`config.mk`:
```
export PLATFORM = sky130hd
export DESIGN_NAME = hb_gate_seq
export DESIGN_NICKNAME = d
export VERILOG_FILES = /design/src/rtl/hb_seq_pkg.sv /design/src/rtl/hb_on_len.sv /design/src/rtl/hb_phase_timer.sv /design/src/rtl/hb_zvs_mon.sv /design/src/rtl/hb_gate_seq.sv
export SDC_FILE = /design/constraint.sdc
export NUM_CORES = 1
export LEC_CHECK = 0
export BUFFER_PORTS_ARGS = -buffer_cell sky130_fd_sc_hd__buf_2
export CAP_MARGIN = 20
export CORE_UTILIZATION = 59
export DETAILED_ROUTE_END_ITERATION = 16
export PLACE_DENSITY = 0.86
export REMOVE_ABC_BUFFERS = 1
export SLEW_MARGIN = 20
export SYNTH_ARGS = -nofsm -noshare
export SYNTH_HDL_FRONTEND = slang
export SYNTH_SLANG_ARGS = --single-unit
```
`constraint.sdc`:
```
create_clock -name clk_i -period 4.03 [get_ports clk_i]
set_input_delay 0.2015 -clock clk_i [delete_from_list [all_inputs] [get_ports clk_i]]
set_output_delay 0.2015 -clock clk_i [all_outputs]
set_load 0.02 [all_outputs]
```
`src/rtl/hb_seq_pkg.sv`:
```
package hb_seq_pkg;
  typedef enum logic [1:0] {
    PH_DEAD_LO = 2'd0,
    PH_LO      = 2'd1,
    PH_DEAD_HO = 2'd2,
    PH_HO      = 2'd3
  } phase_e;
endpackage

```
`src/rtl/hb_on_len.sv`:
```
module hb_on_len #(
  parameter int PW = 16,
  parameter int DT = 100
) (
  input  logic          clk_i,
  input  logic          rst_ni,
  input  logic          en_i,
  input  logic          load_i,
  input  logic [PW-1:0] period_i,
  output logic [PW-1:0] on_len_o
);
  localparam logic [PW-1:0] DtW = PW'(DT);

  logic [PW-1:0] half;
  logic [PW-1:0] on_d;
  logic [PW-1:0] on_q;

  assign half = period_i >> 1;
  // clamp: conduction slot never shorter than one clock
  assign on_d = (half > DtW) ? half - DtW : PW'(1);

  always_ff @(posedge clk_i or negedge rst_ni) begin
    if (!rst_ni)                on_q <= PW'(1);
    else if (!en_i || load_i)   on_q <= on_d;
  end

  assign on_len_o = on_q;
endmodule

```
`src/rtl/hb_phase_timer.sv`:
```
module hb_phase_timer
  import hb_seq_pkg::*;
#(
  parameter int PW = 16,
  parameter int DT = 100
) (
  input  logic          clk_i,
  input  logic          rst_ni,
  input  logic          en_i,
  input  logic [PW-1:0] on_len_i,
  output phase_e        phase_o,
  output logic          lo_start_o,
  output logic          ho_start_o,
  output logic          wrap_o
);
  localparam logic [PW-1:0] DtW = PW'(DT);

  phase_e        ph_q;
  logic [PW-1:0] cnt_q;
  logic [PW-1:0] lim;
  logic          last;

  assign lim  = (ph_q == PH_LO || ph_q == PH_HO) ? on_len_i - PW'(1) : DtW - PW'(1);
  assign last = (cnt_q == lim);

  always_ff @(posedge clk_i or negedge rst_ni) begin
    if (!rst_ni) begin
      ph_q  <= PH_DEAD_LO;
      cnt_q <= '0;
    end else if (!en_i) begin
      ph_q  <= PH_DEAD_LO;
      cnt_q <= '0;
    end else if (last) begin
      ph_q  <= phase_e'(ph_q + 2'd1);
      cnt_q <= '0;
    end else begin
      cnt_q <= cnt_q + PW'(1);
    end
  end

  assign phase_o    = ph_q;
  assign lo_start_o = en_i && last && (ph_q == PH_DEAD_LO);
  assign ho_start_o = en_i && last && (ph_q == PH_DEAD_HO);
  assign wrap_o     = en_i && last && (ph_q == PH_HO);
endmodule

```
`src/rtl/hb_zvs_mon.sv`:
```
module hb_zvs_mon (
  input  logic clk_i,
  input  logic rst_ni,
  input  logic en_i,
  input  logic ho_off_i,
  input  logic lo_start_i,
  input  logic chk_en_i,
  input  logic sw_high_i,
  output logic nonzvs_o
);
  logic armed_q;
  logic flag_q;

  // armed by an HO turn-off, consumed by the next LO turn-on
  always_ff @(posedge clk_i or negedge rst_ni) begin
    if (!rst_ni)          armed_q <= 1'b0;
    else if (!en_i)       armed_q <= 1'b0;
    else if (ho_off_i)    armed_q <= 1'b1;
    else if (lo_start_i)  armed_q <= 1'b0;
  end

  always_ff @(posedge clk_i or negedge rst_ni) begin
    if (!rst_ni) flag_q <= 1'b0;
    else         flag_q <= en_i && lo_start_i && armed_q && chk_en_i && sw_high_i;
  end

  assign nonzvs_o = flag_q;
endmodule

```
`src/rtl/hb_gate_seq.sv`:
```
module hb_gate_seq
  import hb_seq_pkg::*;
#(
  parameter int PW = 16,
  parameter int DT = 100
) (
  input  logic          clk_i,
  input  logic          rst_ni,
  input  logic          en_i,
  input  logic [PW-1:0] period_i,
  input  logic          hs_ready_i,
  input  logic          sw_high_i,
  input  logic          chk_en_i,
  output logic          ho_o,
  output logic          lo_o,
  output logic          lo_oe_o,
  output logic          lo_rise_o,
  output logic          nonzvs_o
);
  logic [PW-1:0] on_len;
  phase_e        phase;
  logic          lo_start, ho_start, wrap;
  logic          ho_en_q, oe_q, rise_q;

  hb_on_len #(.PW(PW), .DT(DT)) on_len_i (
    .clk_i    (clk_i),
    .rst_ni   (rst_ni),
    .en_i     (en_i),
    .load_i   (wrap),
    .period_i (period_i),
    .on_len_o (on_len)
  );

  hb_phase_timer #(.PW(PW), .DT(DT)) timer_i (
    .clk_i      (clk_i),
    .rst_ni     (rst_ni),
    .en_i       (en_i),
    .on_len_i   (on_len),
    .phase_o    (phase),
    .lo_start_o (lo_start),
    .ho_start_o (ho_start),
    .wrap_o     (wrap)
  );

  hb_zvs_mon zvs_i (
    .clk_i      (clk_i),
    .rst_ni     (rst_ni),
    .en_i       (en_i),
    .ho_off_i   (wrap && ho_en_q),
    .lo_start_i (lo_start),
    .chk_en_i   (chk_en_i),
    .sw_high_i  (sw_high_i),
    .nonzvs_o   (nonzvs_o)
  );

  // HO permission decided once per slot: whole pulse or none
  always_ff @(posedge clk_i or negedge rst_ni) begin
    if (!rst_ni)        ho_en_q <= 1'b0;
    else if (!en_i)     ho_en_q <= 1'b0;
    else if (ho_start)  ho_en_q <= hs_ready_i;
  end

  always_ff @(posedge clk_i or negedge rst_ni) begin
    if (!rst_ni) begin
      oe_q   <= 1'b0;
      rise_q <= 1'b0;
    end else begin
      oe_q   <= en_i;
      rise_q <= lo_start;
    end
  end

  assign lo_o      = (phase == PH_LO);
  assign ho_o      = (phase == PH_HO) && ho_en_q;
  assign lo_oe_o   = oe_q;
  assign lo_rise_o = rise_q;
endmodule

```
==> results.md, run 1 <==
Timing:
- The worst slew margin relative to its limit is 43.9%.
- The clock period could shrink to ~3600 ps.
- Setup violations remaining at the end of the flow were counted as 0.
- The final-layout setup total negative slack is 0 ps.
- The top achievable clock speed is 0.280 GHz.
- The final count of hold timing violations is 0.
- The portion of the clock cycle consumed by the worst path in the final layout is 88.5%.
- The final hold slack is 9.34 ps.
- The number of pins with negative max-slew slack in the final report was 0.
- Across the routed clock network, the largest skew measured is ~4.7 ps.
- At the pin with the least slew margin, the transition time is 841 ps.
- Setup repair after global routing left no endpoint under its margin.

Clock network:
- The H-tree was split into 2 levels.
- After clock tree synthesis, the repair step resized 0 gates.
- The sink count of the clock tree is 39.
- No sink is reached through more buffers than the 2 on the longest clock path.
- Once the clock tree was built, the setup fixing pass inserted 0 buffers.
- Buffers inserted to repair hold after CTS numbered 0.
- The TritonCTS clock tree is built.
- The clock transition at the registers of the reported paths is 70 ps.
- The buffer cell driving the clock tree root is clkbuf_8.
- TritonCTS created 5 clock buffers.
- The later pin in the worst-skew pair is clocked with a latency of a little under 300 ps.

Floorplanning:
- The die area is 5070 um2.
- The starting density of the core is 63.1%.
- The die is 71.2 um wide.
- The initialized floorplan defines 24 standard-cell rows.
- The floorplan die height is 71.2 um.
- The core area is 4470 um2.
- During I/O placement, the number of pins put on the boundary was 27.

Power and ir drop:
- The leakage power summed over all cells is ~1.3 nW.
- The worst-case IR drop observed on VDD is 0.223 mV.
- After layout, the design draws a total of 0.000842 W.
- Power spread over the standard cell area amounts to 281 nW/um2.

Logic synthesis:
- Counting distinct cell types in the post-synthesis netlist gives 55.
- The commonest cells after synthesis are nor2_1 (40), dfrtp_1 (38), xnor2_1 (16), xor2_1 (16).
- The sequential fraction of the synthesis area is between 30% and 40%.
- The cell count after synthesis is 306.
- After synthesis, the cell types taking the most area are dfrtp_1 (34%), nor2_1 (5.3%), xnor2_1 (5.0%).
- The synthesis warning total is 0.
- The dominant cell type by area after synthesis is dfrtp_1.
- The dominant register cell in the synthesized netlist is dfrtp_1.
- After synthesis the netlist holds a flip-flop and latch count of 39.
- The mapped netlist covers 2820 um2.
- The post-synthesis average cell area is 9.23 um2.
- After synthesis, the share of flip-flops with an asynchronous set or reset is 100%.
- Among all cell types in the netlist, the one instantiated most often is nor2_1.
- The fraction of post-synthesis cell area in the top cell type by area is roughly 34%.
- Counting flops with a built-in enable in the synthesized netlist gives 0.

Layout:
- The final layout contains 353 nets.
- The fill cell instance count of the final layout is 345.
- The area growth from synthesis to layout is 6.29%.
- Of the cells placed in the final design, the portion with a size suffix greater than 1 is 18.2%.
- The repair_antennas step left the layout with diodes totalling 0.
- The finished cells cover 3000 um2.

Detailed routing:
- The per-cell routed wire length is 15.6 um.
- The routed via count divided by cell count is 6.17.
- The total via count in the routed design is approximately 2300.
- After detailed routing, the number of remaining DRC violations is 1.
- The final layout contains routed wiring with a total length of 5880 um.
- The DRC marker count from the first detailed-route iteration is ~150.
- In this run the remaining antenna-violating nets after routing total 0.
- The number of iterations in the first detailed-routing pass is 10.

Setup path:
- The kind of end point of the critical path is a flop.
- Traced cell by cell, the critical path runs through ha_1 > nor2_1 > nor4_1 > or3_1 > a221oi_2 > nand4b_1 > o31ai_4 > nor2_1.
- STA puts the critical path data required time at roughly 4200 ps.
- The highest fanout seen on the critical path is 16.
- In this design, the stage delay of the slowest critical-path cell is 710 ps.
- In this design, the largest share of critical-path delay is due to simple AND/OR/NAND/NOR gates.
- The slowest library cell on the worst path is o31ai_4.
- Counting both buffers and inverters, the worst setup path holds a total of 0.
- STA classifies the critical path startpoint as a flop.
- In this design, the critical path's most frequently occurring cell is nor2_1.
- The worst setup path is of the flop to flop kind.
- For the worst setup path, the data arrival time is 3710 ps.
- The slack of the worst reg-to-reg path is 460 ps.

GRT:
- Global routing finished with a remaining overflow of 0.
- For this run, the total global-route usage over all layers was measured as 25.4%.
- The first global-routing pass estimated 10100 um of wire.
- The number of global-route vias before repair was 2223.
- The initial antenna violation count was 0.
- Entering global routing, the biggest net connects 40 pins.

Placement:
- The placed cell area is 2920 um2.
- The HPWL after detailed placement is ~4400 um.
- The count of buffers added on input and output ports is 25.
- The congestion estimate from routability-driven global placement came to between 0.8 and 0.9.

Status:
- The final reports fail on design-rule violations.
- The flow ran to the end, but the final reports show violations.

Run:
- Across the run, the number of max-cap violations was 0.

Hold path:
- The path type of the worst min-delay path is primary input to async pin.
==> power breakdown <==
part	switching, W	internal, W
logic	0.0000697	0.0000678
clock network	0.000129	0.000121
registers	0.0000400	0.000414
==> cell usage in the layout, fill, tap and decap left out, types with 2 or more instances in the layout <==
cell type and count:
a211oi_1 2, a21oi_1 9, a31oi_1 2, and3_1 7, buf_2 25, clkbuf_1 2
clkbuf_8 5, dfrtp_1 38, ha_1 8, inv_1 14, mux2_2 6, mux2_4 7
mux2i_1 6, nand2_1 14, nand2b_1 4, nand3_1 11, nand4_1 6, nand4b_1 2
nor2_1 40, nor3_1 10, nor3b_1 3, nor4_1 9, nor4_2 2, o21a_1 2
o21ai_0 7, o311a_1 2, o31a_1 4, o31ai_1 5, o41ai_1 2, or2_2 4
or3_1 3, or4_1 8, or4b_2 2, xnor2_1 16, xor2_1 16
==> flip-flops by register name, summed over array words and instances, names as in the netlist <==
signal             count
lo_rise_o              1
timer_i.cnt_q         16
zvs_i.armed_q          1
lo_oe_o                1
timer_i.phase_o        2
zvs_i.nonzvs_o         1
ho_en_q                1
on_len_i.on_len_o     16
==> per-stage QoR <==
stage / utilization, % / setup WS (ps) / cells
after floorplan: - / 642 / 290
after global placement: 65.3 / 586 / 368
after detailed placement: 65.3 / 516 / 368
after CTS: 67.1 / 510 / 376
after global routing: 67.1 / 84.0 / 376
final: 67.1 / 465 / 376
==> cells by family after synthesis <==
logic type,synth area share [%]
flops,34.6
mux,8.24
compound gates,12.2
fa+ha+maj,3.54
xor+xnor,10.7
buf+inv,5.45
simple gates,25.3
==> area by class of cell <==
class | instances | area, um2 | area share, %
clock buffer | 7 | 76.3 | 2.54
clock inverter | 1 | 5.00 | 0.167
inverter | 14 | 52.6 | 1.75
tap | 52 | 65.1 | 2.17
timing repair buffer | 26 | 133 | 4.42
multi-input combinational | 237 | 1690 | 56.4
sequential | 39 | 977 | 32.6
==> final timing paths <==
path                                                 from                               end  cells past startpoint
min in group clk_i                                   en_i                 lo_oe_o$_DFF_PN0_                      1
min reg2reg                     zvs_i.armed_q$_DFFE_PN0P_         zvs_i.armed_q$_DFFE_PN0P_                      2
max                        timer_i.phase_o[0]$_DFFE_PN0P_        timer_i.cnt_q[7]$_DFF_PN0_                      8
min                                                rst_ni  on_len_i.on_len_o[1]$_DFFE_PN0P_                      1
max reg2reg                timer_i.phase_o[0]$_DFFE_PN0P_        timer_i.cnt_q[7]$_DFF_PN0_                      8
max in group asynchronous                          rst_ni         zvs_i.armed_q$_DFFE_PN0P_                      1
==> routing by layer <==
layer	global-route usage (%)	share of wire [%]	vias up
met5	0	0	-
met4	6.89	1.2	0
met3	4.84	5.4	9
met2	42.2	48	56
met1	33.9	45	1116
li1	-	-	1140
No activity file was read; power rests on OpenSTA's default activity.
==> run 2, diff against run 1 <==
--- a/config.mk
+++ b/config.mk
@@ -9,8 +9,9 @@
 export CAP_MARGIN = 20
 export CORE_UTILIZATION = 59
 export DETAILED_ROUTE_END_ITERATION = 16
-export PLACE_DENSITY = 0.86
+export PLACE_DENSITY = 0.79
 export REMOVE_ABC_BUFFERS = 1
+export SKIP_LAST_GASP = 1
 export SLEW_MARGIN = 20
 export SYNTH_ARGS = -nofsm -noshare
 export SYNTH_HDL_FRONTEND = slang
==> run 2 against run 1 <==
  * The flow still finishes with violations (design-rule violations)
  * Critical endpoint is now timer_i.cnt_q[2]$_DFF_PN0_
  * Via count down 2.2%
  * Non-clock buffer count stayed put
  * Sequential share of layout area decreased by 0.068 points
  * Largest cell class unchanged
  * Cell count decreased by 0.27%
  * Worst setup slack improved by 87 ps
  * Utilization increased by 0.14 points
==> results.md, run 2 (same netlist as run 1, synthesis figures left out) <==
Setup path:
- The critical path class is flop to flop (unchanged).
- The dominant delay contributor by cell family on the critical path is simple AND/OR/NAND/NOR gates (unchanged).
- The most prevalent standard cell on the critical path is nor2_1 (unchanged).
- The worst stage delay on the critical path is 710 ps (about the same).
- The highest fanout seen on the critical path is 16 (unchanged).
- The worst endpoint required time was 4180 ps (was 4170 ps).
- The sort of element at the start of the critical path is a flop (unchanged).
- Critical path cell sequence: ha_1 > nor2_1 > nor4_1 > or3_1 > a221oi_2 > nand4b_1 > o31ai_4 > nor2_1 (unchanged).
- The slack of the worst reg-to-reg path is 550 ps (was 460 ps).
- The slowest library cell on the worst path is o31ai_4 (unchanged).
- The kind of end point of the critical path is a flop (unchanged).
- The count of buffering cells on the critical path with inverters included is 0 (unchanged).
- The endpoint arrival time on the critical path is 3630 ps (was 3710 ps).

Layout:
- The area taken by multi-input logic gates is 1690 um2 (unchanged).
- The fill cell instance count of the final layout is 373 (was 345).
- The final design utilization is 67.2% (was 67.1%).
- The area growth from synthesis to layout is 6.51% (was 6.29%).
- The most frequent standard cell in the layout excluding fill and tap cells is nor2_1 (unchanged).
- The final-stage net count is 353 (unchanged).
- Most frequent cells in the layout: nor2_1 (40), dfrtp_1 (38), buf_2 (25) (unchanged).
- The share of post-route cells with drive strength above 1 is 18.6% (was 18.2%).
- The area used by sequential logic in the layout is 977 um2 (unchanged).
- The antenna diode count is 0 (unchanged).

Clock network:
- The sink count of the clock tree came to 39 (unchanged).
- The buffers inserted during post-CTS setup optimization came to 0 (unchanged).
- The buffer cell driving the clock tree root is clkbuf_8 (unchanged).
- The CTS buffer count is 5 (unchanged).
- The post-cts sizing count is 0 (unchanged).
- The depth of the CTS H-tree is 2 (unchanged).
- The TritonCTS clock tree is built (unchanged).
- The clock transition at the registers of the reported paths was 70 ps (about the same).
- The clock latency at the later pin of the worst-skew pair is 290 ps (about the same).
- The number of hold-repair buffers added at the cts stage is 0 (unchanged).
- The clock tree buffer depth is 2 (unchanged).

Timing:
- The final-layout setup total negative slack is 0 ps (unchanged).
- Unrepaired setup endpoints after global routing: no (unchanged).
- The final count of hold timing violations was 0 (unchanged).
- The worst slew margin relative to its limit is 45.2% (was 43.9%).
- The portion of the clock cycle consumed by the worst path in the final layout came to 86.3% (was 88.5%).
- The top achievable clock speed is 0.287 GHz (was 0.280 GHz).
- The time the final worst path needs with I/O delays and setup is 3480 ps (was 3570 ps).
- The measured slew at the worst slew-check pin is 822 ps (was 841 ps).
- The number of setup violations in the final report is 0 (unchanged).
- The number of pins with negative max-slew slack in the final report is 0 (unchanged).
- The largest clock skew in the final design is 5.58 ps (was 4.65 ps).

GRT:
- The wire length of the first global-routing pass was 9870 um (was 10100 um).
- The total global routing overflow came to 0 (unchanged).
- The global-route usage over all layers is 24.5% (was 25.4%).
- The maximum number of pins on one net before global-route repair came to 40 (unchanged).
- The initial antenna violation count came to 0 (unchanged).
- The number of global-route vias before repair is 2155 (was 2223).

Floorplanning:
- The core area was 4470 um2 (unchanged).
- The cell row count is 24 (unchanged).
- The floorplan die height is 71.2 um (unchanged).
- The die area is 5070 um2 (unchanged).
- The die extent in x is 71.2 um (unchanged).
- The top-level I/O count is 27 (unchanged).
- The starting density of the core is 63.1% (unchanged).

Detailed routing:
- The met3 wire length was 227 um (was 318 um).
- The number of remaining DRC errors came to 1 (unchanged).
- The DRC marker count from the first detailed-route iteration came to 132 (was 151).
- The total via count in the routed design was 2269 (was 2321).
- The overall routed net length came to 5650 um (was 5880 um).
- The number of iterations in the first detailed-routing pass is 10 (unchanged).
- The wire length on met2 was 2650 um (was 2850 um).
- The uppermost layer routed is met4 (unchanged).
- The per-cell routed wire length is 15.1 um (was 15.6 um).
- The routed via count divided by cell count came to 6.05 (was 6.17).
- The met1 wire length is 2670 um (was 2640 um).
- The post-detailed-route count of antenna-violating nets came to 0 (unchanged).

Placement:
- The routability congestion estimate from global placement is 0.899 (was 0.849).
- The detailed placer's ending HPWL is 4170 um (was 4430 um).
- The count of input and output buffers is 25 (unchanged).

Hold path:
- The path type of the worst min-delay path was primary input to async pin (unchanged).

Power and ir drop:
- The total power per unit cell area came to 285 nW/um2 (was 281 nW/um2).
- The worst ir drop on vdd is 0.126 mV (was 0.223 mV).
- The leakage power summed over all cells is 1.29 nW (was 1.28 nW).

Status:
- Run status: finished with violations (unchanged).
- Failing checks: design-rule violations (unchanged).

Run:
- The number of max-cap violations is 0 (unchanged).
[run 2: cell types whose count changed in the layout (fill, tap and decap cells not counted), sizes merged]
| cell | change |
|---|---|
| clkbuf | -1 |
[run 2: path summary, 6_finish.rpt]
kind	startpoint	to	depth (start not counted)
setup / recovery	timer_i.phase_o[0]$_DFFE_PN0P_	timer_i.cnt_q[2]$_DFF_PN0_	8
hold / removal	rst_ni	timer_i.cnt_q[9]$_DFF_PN0_	1
setup reg to reg	timer_i.phase_o[0]$_DFFE_PN0P_	timer_i.cnt_q[2]$_DFF_PN0_	8
hold reg to reg	zvs_i.armed_q$_DFFE_PN0P_	zvs_i.armed_q$_DFFE_PN0P_	2
max in group asynchronous	rst_ni	on_len_i.on_len_o[7]$_DFFE_PN0P_	1
min in group clk_i	en_i	lo_oe_o$_DFF_PN0_	1
[run 2: power breakdown]
| part | leakage [nW] | switching [W] | internal (W) |
|---|---|---|---|
| sequential | 0.505 | 0.0000402 | 0.000414 |
| combinational | 0.733 | 0.0000664 | 0.0000680 |
| clock | 0.0470 | 0.000134 | 0.000134 |
| total | 1.29 | 0.000240 | 0.000617 |
[run 2: layer usage]
metal	vias to the layer above	global-route usage [%]
met1	1071	32.1
met5	-	0
met3	11	4.27
met4	0	8.89
li1	1138	-
met2	49	40.6
[run 2: final cells by class]
type / count / share of cell area, %
timing repair buffer: 26 / 4.41
clock buffer: 6 / 2.75
tap: 52 / 2.16
clock inverter: 1 / 0.166
sequential: 39 / 32.5
multi-input combinational: 237 / 56.3
inverter: 14 / 1.75
[run 2: metrics by stage]
stage               total power [W]  worst slack (ps)  area, um2  std cells  hold slack, ps
detailed placement         0.000595               601       2920        368             360
finish                     0.000857               552       3010        375            3.91
global placement           0.000592               625       2920        368             344
CTS                        0.000859               593       3010        375            49.1
global route               0.000898               227       3010        375            85.8
floorplan                  0.000545               642       2720        290           -94.1
